`src/rtl/rsup_pkg.sv`:
```
package rsup_pkg;

    localparam int MAX_RAILS = 4;
    localparam int DEF_TIMEOUT_MS = 190;

    // One lane's three release conditions.
    typedef struct packed {
        logic above;
        logic enabled;
        logic pgood;
    } lane_stat_t;

    typedef enum logic {
        SUP_HOLD    = 1'b0,
        SUP_RELEASE = 1'b1
    } sup_state_t;

    // Default timeout in cycles (typical point of the 140..260 ms window).
    function automatic longint default_cycles(input longint clk_hz);
        longint c;
        c = (clk_hz * DEF_TIMEOUT_MS) / 1000;
        if (c < 1) c = 1;
        return c;
    endfunction

    function automatic logic lane_good(input lane_stat_t s);
        return s.above & s.enabled & s.pgood;
    endfunction

endpackage

```
`src/rtl/rsup_lane_merge.sv`:
```
module rsup_lane_merge
    import rsup_pkg::*;
#(
    parameter int NUM_RAILS = 4
) (
    input  logic [MAX_RAILS-1:0] rail_ok,
    input  logic [MAX_RAILS-1:0] rail_en,
    input  logic [MAX_RAILS-1:0] rail_pgood,
    output logic                 all_good
);

    logic [MAX_RAILS-1:0] lane_ok;

    for (genvar i = 0; i < MAX_RAILS; i++) begin : g_lane
        if (i < NUM_RAILS) begin : g_used
            lane_stat_t st;
            assign st.above   = rail_ok[i];
            assign st.enabled = rail_en[i];
            assign st.pgood   = rail_pgood[i];
            assign lane_ok[i] = lane_good(st);
        end else begin : g_unused
            // unused lane always counts as good
            assign lane_ok[i] = 1'b1;
        end
    end

    assign all_good = &lane_ok;

endmodule

```
`src/rtl/rsup_mr_filter.sv`:
```
module rsup_mr_filter #(
    parameter int MR_FILT_CYC = 4
) (
    input  logic clk,
    input  logic rst,
    input  logic mr_n,
    output logic mr_active
);

    localparam int FW = $clog2(MR_FILT_CYC + 1);
    localparam logic [FW-1:0] FILT_MAX = FW'(MR_FILT_CYC);

    logic          sync1, sync2;
    logic [FW-1:0] low_cnt;

    always_ff @(posedge clk) begin
        if (rst) begin
            sync1 <= 1'b1;
            sync2 <= 1'b1;
        end else begin
            sync1 <= mr_n;
            sync2 <= sync1;
        end
    end

    always_ff @(posedge clk) begin
        if (rst) begin
            low_cnt <= '0;
        end else if (!sync2) begin
            if (low_cnt != FILT_MAX) low_cnt <= low_cnt + 1'b1;
        end else begin
            low_cnt <= '0;
        end
    end

    assign mr_active = (low_cnt == FILT_MAX);

    AST_MR_NEEDS_LOW: assert property (@(posedge clk) disable iff (rst)
        $rose(mr_active) |-> $past(!sync2));

    AST_MR_DROPS_ON_HIGH: assert property (@(posedge clk) disable iff (rst)
        (sync2 && mr_active) |=> !mr_active);

endmodule

```
`src/rtl/rsup_timeout.sv`:
```
module rsup_timeout
    import rsup_pkg::*;
#(
    parameter int TMO_W = 24
) (
    input  logic             clk,
    input  logic             rst,
    input  logic             fault,
    input  logic [TMO_W-1:0] limit,
    output logic             released
);

    sup_state_t       state;
    logic [TMO_W-1:0] cnt;
    logic [TMO_W-1:0] cnt_nx;

    assign cnt_nx = cnt + 1'b1;

    always_ff @(posedge clk) begin
        if (rst) begin
            state <= SUP_HOLD;
            cnt   <= '0;
        end else if (fault) begin
            state <= SUP_HOLD;
            cnt   <= '0;
        end else if (state == SUP_HOLD) begin
            if (cnt_nx >= limit) begin
                state <= SUP_RELEASE;
                cnt   <= '0;
            end else begin
                cnt   <= cnt_nx;
            end
        end else begin
            cnt <= '0;
        end
    end

    assign released = (state == SUP_RELEASE);

    AST_FAULT_HOLDS: assert property (@(posedge clk) disable iff (rst)
        fault |=> !released);

    AST_RELEASE_CLEAN: assert property (@(posedge clk) disable iff (rst)
        $rose(released) |-> $past(!fault));

    AST_IDLE_CLEARED: assert property (@(posedge clk) disable iff (rst)
        released |-> (cnt == '0));

    AST_NO_OVERRUN: assert property (@(posedge clk) disable iff (rst)
        (!released && $stable(limit)) |-> (cnt < limit));

endmodule

```
`src/rtl/rail_reset_supervisor.sv`:
```
module rail_reset_supervisor
    import rsup_pkg::*;
#(
    parameter int NUM_RAILS   = 4,
    parameter int CLK_HZ      = 50_000_000,
    parameter int MR_FILT_CYC = (CLK_HZ / 1_000_000) * 2 + 1,
    parameter int TMO_W       = 24
) (
    input  logic                 clk,
    input  logic                 rst,
    input  logic [MAX_RAILS-1:0] rail_ok,
    input  logic [MAX_RAILS-1:0] rail_en,
    input  logic [MAX_RAILS-1:0] rail_pgood,
    input  logic                 mr_n,
    input  logic                 uvlo,
    input  logic                 tmo_sel,
    input  logic [TMO_W-1:0]     tmo_cycles,
    output logic                 sys_rst_n
);

    localparam longint DEF_CYC = default_cycles(longint'(CLK_HZ));
    localparam logic [TMO_W-1:0] DEF_LIMIT = TMO_W'(DEF_CYC);

    logic             rails_good;
    logic             mr_active;
    logic             fault;
    logic [TMO_W-1:0] limit;

    rsup_lane_merge #(.NUM_RAILS(NUM_RAILS)) u_merge (
        .rail_ok    (rail_ok),
        .rail_en    (rail_en),
        .rail_pgood (rail_pgood),
        .all_good   (rails_good)
    );

    rsup_mr_filter #(.MR_FILT_CYC(MR_FILT_CYC)) u_mrf (
        .clk       (clk),
        .rst       (rst),
        .mr_n      (mr_n),
        .mr_active (mr_active)
    );

    always_comb begin
        if (!tmo_sel)                limit = DEF_LIMIT;
        else if (tmo_cycles == '0)   limit = TMO_W'(1);
        else                         limit = tmo_cycles;
    end

    assign fault = uvlo | mr_active | !rails_good;

    rsup_timeout #(.TMO_W(TMO_W)) u_tmo (
        .clk      (clk),
        .rst      (rst),
        .fault    (fault),
        .limit    (limit),
        .released (sys_rst_n)
    );

    AST_UVLO_FORCES_LOW: assert property (@(posedge clk) disable iff (rst)
        uvlo |=> !sys_rst_n);

    AST_RAIL_FAULT_LOW: assert property (@(posedge clk) disable iff (rst)
        !rails_good |=> !sys_rst_n);

    AST_RESET_LOW: assert property (@(posedge clk)
        $past(rst) |-> !sys_rst_n);

endmodule

```
`config.mk`:
```
export PLATFORM = sky130hd
export DESIGN_NAME = rail_reset_supervisor
export DESIGN_NICKNAME = d
export VERILOG_FILES = /design/src/rtl/rsup_pkg.sv /design/src/rtl/rsup_lane_merge.sv /design/src/rtl/rsup_mr_filter.sv /design/src/rtl/rsup_timeout.sv /design/src/rtl/rail_reset_supervisor.sv
export SDC_FILE = /design/constraint.sdc
export NUM_CORES = 1
export LEC_CHECK = 0
export CAP_MARGIN = 30
export CORE_AREA = 2 2 94 69
export DETAILED_ROUTE_END_ITERATION = 12
export DIE_AREA = 0 0 96 71
export GPL_ROUTABILITY_DRIVEN = 0
export GPL_TIMING_DRIVEN = 0
export PLACE_DENSITY = 0.74
export SLEW_MARGIN = 10
export SYNTH_ARGS = -nofsm -noshare
export SYNTH_HDL_FRONTEND = slang
export SYNTH_HIERARCHICAL = 1
export SYNTH_SLANG_ARGS = --single-unit
```
`constraint.sdc`:
```
create_clock -name clk -period 3.6 [get_ports clk]
set_input_delay 1.08 -clock clk [delete_from_list [all_inputs] [get_ports clk]]
set_output_delay 1.08 -clock clk [all_outputs]
set_load 0.005 [all_outputs]
```
==> reports/metrics.yaml <==
outcome:
  status: "complete, no violations"
global_routing:
  grt_use_total_pct: 20.0
  grt_start_max_net_pins: 12
  antenna_found_initial: 0
  grt_pass1_vias: 2227
  grt-ovfl-total: 0
  grt_pass1_wl_mm: 10.6
clock_tree:
  cts_root_buf: "clkbuf_8"
  cts_hold_buf: 0
  cts.sinks: 34
  h-tree-depth: 2
  cts.clk_slew.worst_paths_ps: 70
  clk_path_buf_depth: 2
  cts_tree: "yes"
  numCtsBuffers: 5
  clk_latency_ps: 300
setup_path:
  worstPathCellList: "clkdlybuf4s50_1, nor4_2, nand4_1, o21ai_1, ha_1, nor2b_1, o21ai_0, a31oi_1, o21ai_4, buf_4, nor3b_1"
  setup.worst_path.end_class: "register"
  critical_path.max_fanout: 10
  max_stage_delay_ps: 490
  reg2reg_depth: 12
  cp_slowest_cell: "nor4_2"
  cp.required_ps: 3810
  cp-start-kind: "input pin"
  cp.arrival_ps: 3640
  worstSetupPathType: "in -> reg"
synthesis:
  synth_area_leaders: "dfxtp_1 27%, ha_1 13%, nor3b_2 5.4%"
  yosysSeqAreaShare_pct: 26.7
  syn_area_per_cell_um2: 8.97
  ys.flop_type: "dfxtp_1"
  ys_async_sr_fraction_pct: 0
  yosysWarnings: 6
  synth.distinct_cells: 45
  yosysMostFrequentCell: "dfxtp_1"
  synth_edf_count: 0
  synth_top_area_share_pct: 26.7
  synthCells: 284
  ys_ff_latch: 34
  synth_common_cells: "34 x dfxtp_1, 27 x ha_1, 27 x inv_1, 16 x nand2_1"
  synth_nets: 352
  synth_top_area_cell: "dfxtp_1"
  syn_area_mm2: 0.00255
finish:
  fill_cells: 555
  syn_to_final_growth_pct: 25.4
  final-instance-count-excl-fill: 414
  nets: 403
  post-route-util_pct: 53.5
  drive_gt1_share_pct: 15.8
  insertedDiodeCount: 0
routing:
  ant_nets: 0
  drt_wl_total_mm: 5.99
  drtPass1Iterations: 4
  drt-wirelength-per-cell_um: 14.5
  first_iter_violations: 78
  via_count: 2148
  vias_per_cell: 5.19
  remaining_drc_errors: 0
sta:
  worst_hold_slack_ps: 415
  timing.fmax_mhz: 292
  finalSetupViolations: 0
  slew_headroom_pct: 68.4
  drv_slew: 0
  worst_slew_pin_slew_ps: 470
  period_needed_ps: 3430
  rsz0062_at_grt: "false"
  fin_worst_skew_ps: 6.04
  hold_viol_final: 0
  setup_tns_ps: 0
  timing.final.crit_share_pct: 95.2
floorplanning:
  io_pins: 42
  placeableCoreArea_mm2: 0.00598
  die-width_um: 96
  rows: 24
  start_util_pct: 42.7
  fp.dieArea_mm2: 0.00682
  die_h_um: 71
job:
  drv_cap: 0
placement:
  dp.cells: 403
  dp_hpwl_mm: 4.65
  io_buffer_count: 41
min_path:
  hp-class: "reg -> reg"
  hold_depth: 1
pwr:
  leakagePower_nw: 1.29
  total_power_w: 0.000777
  power_density_mw_per_mm2: 243
  ir_worst_vdd_mv: 0.146
==> stage by stage <==
stage	setup slack (ps)	area [um2]
detailed placement	-422	3060
finish	174	3200
global route	7.08	3200
global placement	-404	3060
floorplan	708	2550
CTS	35.4	3180
==> where the power goes <==
part / internal, W / switching [W]
clock network: 0.000154 / 0.000150
logic: 0.0000583 / 0.0000371
registers: 0.000377 / 0.000000633
==> state kept, by name, indices dropped and copies added, names as in the netlist <==
signal,flops
u_mrf/low_cnt,7
u_mrf/sync1,1
u_mrf/sync2,1
u_tmo/cnt,24
u_tmo/released,1
==> path summary, 6_finish.rpt <==
path                        end  slack (ps)      startpoint
setup / recovery  u_tmo/cnt[12]         170  tmo_cycles[15]
hold / removal      u_mrf/sync2         420     u_mrf/sync1
setup reg to reg  u_tmo/cnt[12]         230    u_tmo/cnt[0]
hold reg to reg     u_mrf/sync2         420     u_mrf/sync1
==> cell usage in the layout (no fill, tap or decap), drive strengths merged, types with 2 or more instances in the layout <==
master | synthesis | layout
clkdlybuf4s50 | 0 | 40
and3 | 2 | 2
o21ai | 9 | 9
nor3b | 24 | 24
o21a | 2 | 2
nor2 | 11 | 11
nand2b | 10 | 10
nand3 | 15 | 15
nor2b | 2 | 2
a211oi | 2 | 2
nor3 | 9 | 9
ha | 27 | 27
clkbuf | 1 | 8
xor2 | 9 | 9
nand4 | 16 | 16
or2 | 5 | 5
or3 | 2 | 2
inv | 27 | 27
buf | 6 | 8
nand2 | 16 | 16
dfxtp | 34 | 34
nor4 | 10 | 10
a21oi | 11 | 11
and2 | 13 | 13
xnor2 | 16 | 16
==> repair_timing <==
item / in CTS / in global routing
setup buffers: 2 / 1
endpoints found under the hold margin: 0 / 0
pin swaps: 2 / 1
endpoints found under the setup margin: 21 / 25
resized for setup: 3 / 2
cloned: 0 / 0
==> worst max-delay path: cells and delay by family <==
family	cells	cell delay [ps]
fa+ha+maj	1	250
buf+inv	2	650
simple gates	4	940
compound gates	4	720
==> final cells by class <==
type | count | area [um2] | share of cell area (%)
Clock inverter | 2 | 12.5 | 0.391
Clock buffer | 6 | 82.6 | 2.58
Inverter | 27 | 101 | 3.17
Sequential cell | 34 | 681 | 21.3
Tap cell | 78 | 97.6 | 3.05
Multi-Input combinational cell | 216 | 1740 | 54.3
Timing Repair Buffer | 44 | 435 | 13.6
Buffer | 7 | 50.0 | 1.57
==> routing by layer <==
layer  vias to the layer above  GRT usage, %  part of all wire, %
li1                       1093             -                    -
met1                       987          28.8                   50
met5                         -             0                    0
met4                         0          4.60                  1.1
met3                         8          5.75                  6.9
met2                        60          29.4                   42
==> cell families (layout without fill, tap and decap cells) <==
logic type,after synthesis,count (layout),share of synthesized area (%)
and+or+nand+nor,136,136,38.0
DFF,34,34,26.7
xor gates and xnor gates,25,25,9.18
buffers and inverters,34,86,5.74
AOI/OAI and AO/OA,28,28,7.12
adders and majority gates,27,27,13.3
Note: power is estimated with default switching activity, not from simulation.
